<file path="src/rtl/kpi_pkg.sv">
// Shared constants for the keyboard pin edge interrupt controller.
// Assumes the register data word is at least as wide as the pin count.
package kpi_pkg;
    localparam int KPI_PINS   = 4;
    localparam int KPI_DW     = 8;
    localparam int KPI_AW     = 2;
    localparam int KPI_SYNC   = 2;

    localparam logic [KPI_AW-1:0] ADDR_CTRL = 2'd0;
    localparam logic [KPI_AW-1:0] ADDR_EN   = 2'd1;
    localparam logic [KPI_AW-1:0] ADDR_POL  = 2'd2;
    localparam logic [KPI_AW-1:0] ADDR_PULL = 2'd3;

    localparam int CTRL_IE   = 0;
    localparam int CTRL_ACK  = 1;
    localparam int CTRL_FLAG = 2;
endpackage

</file>
<file path="src/rtl/kpi_sync.sv">
// Multi-stage synchronizer for a vector of asynchronous pins.
// Assumes each bit is independent; no bus coherence is provided.
module kpi_sync #(
    parameter int W      = kpi_pkg::KPI_PINS,
    parameter int STAGES = kpi_pkg::KPI_SYNC
) (
    input  logic         clk,
    input  logic         rst_n,
    input  logic [W-1:0] d,
    output logic [W-1:0] q
);
    logic [W-1:0] chain [STAGES];

    // Shift the pin samples through the flop chain.
    always_ff @(posedge clk) begin
        if (!rst_n) begin
            for (int s = 0; s < STAGES; s++) chain[s] <= '0;
        end else begin
            chain[0] <= d;
            for (int s = 1; s < STAGES; s++) chain[s] <= chain[s-1];
        end
    end

    assign q = chain[STAGES-1];
endmodule

</file>
<file path="src/rtl/kpi_edge.sv">
// Per-pin edge detector with a selectable active edge.
// The previous-sample register follows every pin, enabled or not,
// so enabling a steady pin cannot create an edge from stale state.
module kpi_edge #(
    parameter int W = kpi_pkg::KPI_PINS
) (
    input  logic         clk,
    input  logic         rst_n,
    input  logic [W-1:0] smp,
    input  logic [W-1:0] en,
    input  logic [W-1:0] pol,
    output logic [W-1:0] hit
);
    logic [W-1:0] prev;

    // Keep the last synchronized sample of every pin.
    always_ff @(posedge clk) begin
        if (!rst_n) prev <= '0;
        else        prev <= smp;
    end

    for (genvar i = 0; i < W; i++) begin : g_pin
        logic rise, fall;
        // Qualify the transition against the pin's chosen polarity.
        always_comb begin
            rise   = smp[i] & ~prev[i];
            fall   = ~smp[i] & prev[i];
            hit[i] = en[i] & (pol[i] ? rise : fall);
        end

        assert_hit_level_R4: assert property (@(posedge clk) disable iff (!rst_n)
            hit[i] |-> (en[i] && smp[i] == pol[i] && prev[i] != pol[i]));
    end
endmodule

</file>
<file path="src/rtl/kpi_regs.sv">
// Register file, sticky pending flag and interrupt gate.
// Assumes edge hits arrive already qualified by enable and polarity.
module kpi_regs
    import kpi_pkg::*;
#(
    parameter int W  = KPI_PINS,
    parameter int DW = KPI_DW,
    parameter int AW = KPI_AW
) (
    input  logic          clk,
    input  logic          rst_n,
    input  logic          wr,
    input  logic [AW-1:0] addr,
    input  logic [DW-1:0] wdata,
    output logic [DW-1:0] rdata,
    input  logic          hit_any,
    output logic [W-1:0]  pin_en,
    output logic [W-1:0]  pin_pol,
    output logic [W-1:0]  pull_en,
    output logic          irq
);
    logic ie_q, flag_q, ack;

    assign ack = wr && addr == ADDR_CTRL && wdata[CTRL_ACK];

    // Hold the software-written configuration fields.
    always_ff @(posedge clk) begin
        if (!rst_n) begin
            ie_q    <= 1'b0;
            pin_en  <= '0;
            pin_pol <= '0;
            pull_en <= '0;
        end else if (wr) begin
            case (addr)
                ADDR_CTRL: ie_q    <= wdata[CTRL_IE];
                ADDR_EN:   pin_en  <= wdata[W-1:0];
                ADDR_POL:  pin_pol <= wdata[W-1:0];
                ADDR_PULL: pull_en <= wdata[W-1:0];
                default:   ;
            endcase
        end
    end

    // Sticky flag: a new edge outranks an acknowledge in the same cycle.
    always_ff @(posedge clk) begin
        if (!rst_n) flag_q <= 1'b0;
        else        flag_q <= hit_any | (flag_q & ~ack);
    end

    // Return the addressed word; ack always reads as zero.
    always_comb begin
        rdata = '0;
        case (addr)
            ADDR_CTRL: begin
                rdata[CTRL_IE]   = ie_q;
                rdata[CTRL_FLAG] = flag_q;
            end
            ADDR_EN:   rdata[W-1:0] = pin_en;
            ADDR_POL:  rdata[W-1:0] = pin_pol;
            ADDR_PULL: rdata[W-1:0] = pull_en;
            default:   ;
        endcase
    end

    assign irq = flag_q & ie_q;

    assert_reset_clear_R1: assert property (@(posedge clk)
        !rst_n |=> (!flag_q && !ie_q && pin_en == '0));
    assert_edge_sets_R7: assert property (@(posedge clk) disable iff (!rst_n)
        hit_any |=> flag_q);
    assert_ack_clears_R6: assert property (@(posedge clk) disable iff (!rst_n)
        (ack && !hit_any) |=> !flag_q);
    assert_irq_follows_R5: assert property (@(posedge clk) disable iff (!rst_n)
        (hit_any && ie_q && !(wr && addr == ADDR_CTRL)) |=> irq);
endmodule

</file>
<file path="src/rtl/keypin_irq_ctrl.sv">
// Top of the keyboard pin edge interrupt controller: synchronizer,
// edge detector, register file and pull direction outputs.
// Assumes pins_in is asynchronous and the register port is synchronous.
module keypin_irq_ctrl
    import kpi_pkg::*;
#(
    parameter int NPINS = KPI_PINS
) (
    input  logic              clk,
    input  logic              rst_n,
    input  logic              reg_wr,
    input  logic [KPI_AW-1:0] reg_addr,
    input  logic [KPI_DW-1:0] reg_wdata,
    output logic [KPI_DW-1:0] reg_rdata,
    input  logic [NPINS-1:0]  pins_in,
    output logic [NPINS-1:0]  pull_up,
    output logic [NPINS-1:0]  pull_down,
    output logic              irq
);
    logic [NPINS-1:0] smp, hit, pin_en, pin_pol, pull_en;

    kpi_sync #(.W(NPINS), .STAGES(KPI_SYNC)) u_sync (
        .clk(clk), .rst_n(rst_n), .d(pins_in), .q(smp));

    kpi_edge #(.W(NPINS)) u_edge (
        .clk(clk), .rst_n(rst_n), .smp(smp), .en(pin_en),
        .pol(pin_pol), .hit(hit));

    kpi_regs #(.W(NPINS), .DW(KPI_DW), .AW(KPI_AW)) u_regs (
        .clk(clk), .rst_n(rst_n), .wr(reg_wr), .addr(reg_addr),
        .wdata(reg_wdata), .rdata(reg_rdata), .hit_any(|hit),
        .pin_en(pin_en), .pin_pol(pin_pol), .pull_en(pull_en), .irq(irq));

    // One polarity bit steers both the active edge and the pull direction.
    always_comb begin
        pull_up   = pull_en & ~pin_pol;
        pull_down = pull_en & pin_pol;
    end

    assert_pull_exclusive_R8: assert property (@(posedge clk) disable iff (!rst_n)
        (pull_up & pull_down) == '0);
    assert_disabled_quiet_R4: assert property (@(posedge clk) disable iff (!rst_n)
        (hit & ~pin_en) == '0);
endmodule

</file>
<file path="config.mk">
export PLATFORM = sky130hd
export DESIGN_NAME = keypin_irq_ctrl
export DESIGN_NICKNAME = d
export VERILOG_FILES = /design/src/rtl/kpi_pkg.sv /design/src/rtl/kpi_sync.sv /design/src/rtl/kpi_edge.sv /design/src/rtl/kpi_regs.sv /design/src/rtl/keypin_irq_ctrl.sv
export SDC_FILE = /design/constraint.sdc
export NUM_CORES = 1
export LEC_CHECK = 0
export BUFFER_PORTS_ARGS = -buffer_cell sky130_fd_sc_hd__buf_2
export CAP_MARGIN = 25
export CORE_MARGIN = 2
export CORE_UTILIZATION = 53
export CTS_BUF_LIST = sky130_fd_sc_hd__clkbuf_4 sky130_fd_sc_hd__clkbuf_8 sky130_fd_sc_hd__clkbuf_16
export DETAILED_ROUTE_END_ITERATION = 8
export GPL_ROUTABILITY_DRIVEN = 0
export PLACE_DENSITY = 0.93
export SYNTH_ARGS = -nofsm -noshare
export SYNTH_HDL_FRONTEND = slang
export SYNTH_SLANG_ARGS = --single-unit
</file>
<file path="constraint.sdc">
create_clock -name clk -period 1.9 [get_ports clk]
set_clock_uncertainty 0.1 [all_clocks]
set_input_delay 0.285 -clock clk [delete_from_list [all_inputs] [get_ports clk]]
set_output_delay 0.285 -clock clk [all_outputs]
set_load 0.01 [all_outputs]
</file>
==> After elaboration in Yosys (flattened, before gate mapping) <==
Memory sizes are Yosys's and may differ from the RTL's.
Cells that the tools add are included.
{ "classes": {"bitwise_logic": 29, "mux": 12, "eq_ne": 3, "n_reduce_logical": 8} }
{ "ops": {"columns": ["operator", "count"], "rows": [
  ["$and A1 B1 Y1", 14],
  ["$not A1 Y1", 9],
  ["$and A4 B4 Y4", 2],
  ["$mux W4", 2],
  ["$pmux W1 S4", 2],
  ["$reduce_and A2 Y1", 4],
  ["$mux W1", 6],
  ["$pmux W1 S3", 2],
  ["$eq A2 B2 Y1 const B", 2],
  ["$not A4 Y4", 1],
  ["$reduce_or A4 Y1", 1],
  ["$or A1 B1 Y1", 3],
  ["$eq A2 B1 Y1 const B", 1],
  ["$logic_and A1 B1 Y1", 2],
  ["$logic_not A2 Y1", 1]
]} }
{ "word_totals": {"n_memories": 1, "output_inout_bits": 17, "mem_bits_rw": 8, "regBits": 18} }
{ "memory_table": {"columns": ["name", "depth", "word_bits", "read_ports", "rd_ports_with_merged_regs", "write_ports", "line", "source"], "rows": [
  ["u_sync.chain", 2, 4, 2, 0, 2, "kpi_sync.sv:12", "logic [W-1:0] chain [STAGES];"]
]} }

==> Depth between registers and ports, before layout <==
An unclocked memory read counts as a cell.
{ "depth": {"depth_word": 7, "ltp_mapped": 4, "ltp_nobuf": 3} }

==> Hierarchy <==
From an unflattened synthesis, not the netlist that was laid out.
{ "unflattened": {"cells_unflattened": 117, "hier_area_um2": 1189.9} }
{ "by_module_without_submodules": {"columns": ["module", "seq_area_each_um2", "cells_each", "area_each_um2", "instances"], "rows": [
  ["kpi_regs", 280.3, 68, 691.9, 1],
  ["kpi_sync", 160.2, 20, 240.2, 1],
  ["kpi_edge", 80.1, 20, 200.2, 1],
  ["keypin_irq_ctrl", 0.0, 9, 57.6, 1]
]} }

==> Least setup slack after synthesis <==
OpenSTA, ideal clock, no wires.
{ "synth_timing": {"path_kind": "input to output", "startpoint": "input reg_addr[1]", "endpoint": "output reg_rdata[0]", "slack_ns": 0.528, "path_buffers": 1, "path_stages": 2, "required_ns": 1.515, "arrival_ns": 0.987, "path_cell_list": "buf_6 > mux4_1"} }
{ "synth_via": {"elab_chain_len": 2} }
{ "synth_rtl": {"columns": ["item", "line", "source"], "rows": [
  ["start, declared", "keypin_irq_ctrl.sv:12", "input logic [KPI_AW-1:0] reg_addr,"],
  ["$eq A2 B2 Y1 (tied with other cells)", "kpi_regs.sv:53", "case (addr)"],
  ["$pmux W1 S4 *", "kpi_regs.sv:53", null],
  ["end, declared", "keypin_irq_ctrl.sv:14", "output logic [KPI_DW-1:0] reg_rdata,"]
]} }
Mark *: on every way between the ends. The rest lies on a longest branch, timed or not.

==> Worst setup path after layout <==
{ "layout_timing": {"startpoint": "register u_regs.pin_pol[2]", "endpoint": "output reg_rdata[2]"} }
{ "layout_via": {"elab_chain_len": 1} }
{ "layout_rtl": {"columns": ["item", "line", "source"], "rows": [
  ["start, declared", "kpi_regs.sv:18", "output logic [W-1:0] pin_pol,"],
  ["start signal, assigned", "kpi_regs.sv:37", "ADDR_POL: pin_pol <= wdata[W-1:0];"],
  ["$pmux W1 S4", "kpi_regs.sv:53", null]
]} }
Every way passes these cells.

==> out/metrics.csv <==
metric,value,unit
status,completed,
synth_area_leaders,"dfxtp_1, and2_1, mux2i_1, mux4_1, buf_4",
power.density,724,mW/mm^2
dpl.hpwl,1460,um
synth.most_common_cell,dfxtp_1,
drive_gt1_share,24.4,%
p_int,0.724,mW
tritoncts,done,
r2r_slack,0.68,ns
routed_via_density,5.14,
p_switching,0.209,mW
core_area,0.00200,sq mm
track_usage,15.9,%
cp-startpoint,u_regs.pin_pol[2],
grt_max_degree,15,
rows,16,
cts_buffer_depth,2,
synthTopCellsByCount,"dfxtp_1, and2_1, mux2i_1, nor2_1, buf_4",
hold_viol,0,
hold_class,in2reg,
fin_crit,1.75,ns
ys_dominant_reg_cell,dfxtp_1,
synth_edf_count,0,
slew_viol_final,0,
fin_nets,153,
cts_hold_buf,0,
netlist-cell-type-count,27,
fin_crit_sh,92.1,%
drv_cap,0,
setup_viol,0,
area_delta_synth_final,12.1,%
cts_root_buf,clkbuf_4,
timing.rr.start,u_regs.pin_pol[3],
synth-simple-area-share,27.4,%
routed-via-count,833,
worst_r2r_path_depth,3,
yosys_warnings,0,
drcViolationCount,0,
start_util,57.4,%
leakagePower,0.640,nW
rr_endpoint,u_regs.flag_q,
synth_top_family_by_area,simple AND/OR/NAND/NOR gates,
ios,34,
cts_made_buffers,3,
rsz0062_at_grt,false,
cts_setup_buffers,0,
fin_setup_tns,0,ns
h-tree-depth,1,
die_area,0.00256,sq mm
synth.area.mux_share,15.2,%
crit_arrival,1.36,ns
synth_xor_area_share,0,%
ir_drop,448,uV
crit_fanout,6,
grt_pass1_wl,3100,um
avgSynthCellArea,10.3,sq um
grt-ovfl-total,0,
synth_compound_area_share,5.55,%
ys_seq_elements,26,
drt_wl_total,1940,um
start_kind,flop,
fin_util,64.4,%
regArea,520,sq um
async_reset_ff_share,0,%
worstHoldEndpoint,u_sync.chain[0][3],
grt_pass1_vias,747,
yosysTopAreaCellShare,45.3,%
first_pass_iters,4,
hold_depth,2,
synthAdderAreaFrac,0,%
critical_path_required,1.51,ns
path_clk_slew,0.13,ns
max_freq,572,MHz
hold_start,pins_in[3],
crit_type,reg2out,
clkPwrFrac,28.6,%
portBuffers,25,
multi_input_area,569,sq um
ctsResizeCount,0,
clock-sinks,26,
die_w,50.6,um
seqPwrFrac,62.0,%
synth.largest_area_cell,dfxtp_1,
synth_area,0.00115,sq mm
die_h,50.6,um
comb_power_share,9.4,%
post_drt_wl_per_cell,12.0,um
first_iter_violations,15,
clock_latency,0.31,ns
yosysSeqAreaShare,45.3,%
final_antenna_net_count,0,
swShare,22.4,%
worstSetupEndpointType,primary output,
diodes,0,
antenna_found_initial,0,
postSynthCellCount,112,
fillCellCount,178,
==> layer usage <==
metal	share of wire, %	global-route usage (%)
met1	45	18.4
met2	50	27.2
met3	4.9	3.57
met4	0.46	8.11
met5	0	0
==> metrics by stage <==
step	hold slack [ns]	power [mW]	instances	setup WS [ns]	cell area [sq um]
after floorplan	0.312	0.657	115	0.528	1160
after global placement	0.314	0.673	158	0.331	1250
after detailed placement	0.318	0.678	158	0.295	1250
after CTS	0.0495	0.948	162	0.124	1290
after global routing	0.0483	0.985	162	0.0682	1290
final	0.0650	0.933	162	0.150	1290
==> worst max path at each step <==
stage | to | cells past startpoint
after global placement | reg_rdata[2] | 3
after CTS | reg_rdata[2] | 2
after floorplan | reg_rdata[0] | 2
after global routing | reg_rdata[2] | 2
final | reg_rdata[2] | 2
after detailed placement | reg_rdata[2] | 3
==> critical path: stages, from the launching register on <==
cell and delay, ns:
dfxtp_1 0.38, mux4_1 0.52, buf_2 0.16
==> cell families after synthesis <==
group | Yosys count
and+or+nand+nor | 51
AOI/OAI and AO/OA | 10
buffers and inverters | 10
muxes | 14
other | 1
DFF | 26
==> layout by cell type, fill, tap and decap left out, drive strengths merged <==
master | netlist | routed
dfxtp | 26 | 26
buf | 7 | 25
and2 | 17 | 17
mux2i | 10 | 10
nor2 | 10 | 10
nor2b | 4 | 4
nand3 | 4 | 4
nor3b | 4 | 4
conb | 1 | 4
clkbuf | 2 | 4
nand2 | 3 | 3
a21oi | 3 | 3
and3b | 3 | 3
o21ai | 3 | 3
mux2 | 2 | 2
a22o | 2 | 2
mux4 | 2 | 2
nand3b | 2 | 2
and2b | 1 | 1
inv | 1 | 1
nand4bb | 1 | 1
and4b | 1 | 1
nor4bb | 1 | 1
a211oi | 1 | 1
a41oi | 1 | 1
==> power groups by stage <==
| stage | Combinational, mW | Sequential (mW) | Clock, mW |
|---|---|---|---|
| after detailed placement | 0.0876 | 0.590 | 0 |
| after global routing | 0.0956 | 0.582 | 0.308 |
| after CTS | 0.0880 | 0.578 | 0.282 |
| after global placement | 0.0848 | 0.588 | 0 |
| final | 0.0875 | 0.578 | 0.267 |
| after floorplan | 0.0716 | 0.586 | 0 |
==> final cells by class <==
type                            instances  area share [%]
Clock buffer                            4            2.82
Inverter                                1           0.291
Multi-Input combinational cell         79            44.2
Sequential cell                        26            40.4
Tap cell                               27            2.62
Timing Repair Buffer                   25            9.71
==> state kept, by name, summed over array words and instances, names as in the netlist <==
register and cells:
u_regs.pull_en 4, u_edge.prev 4, u_regs.pin_pol 4, u_regs.flag_q 1, u_sync.chain 8, u_regs.ie_q 1
u_regs.pin_en 4
Note: power is estimated with default switching activity, not from simulation.
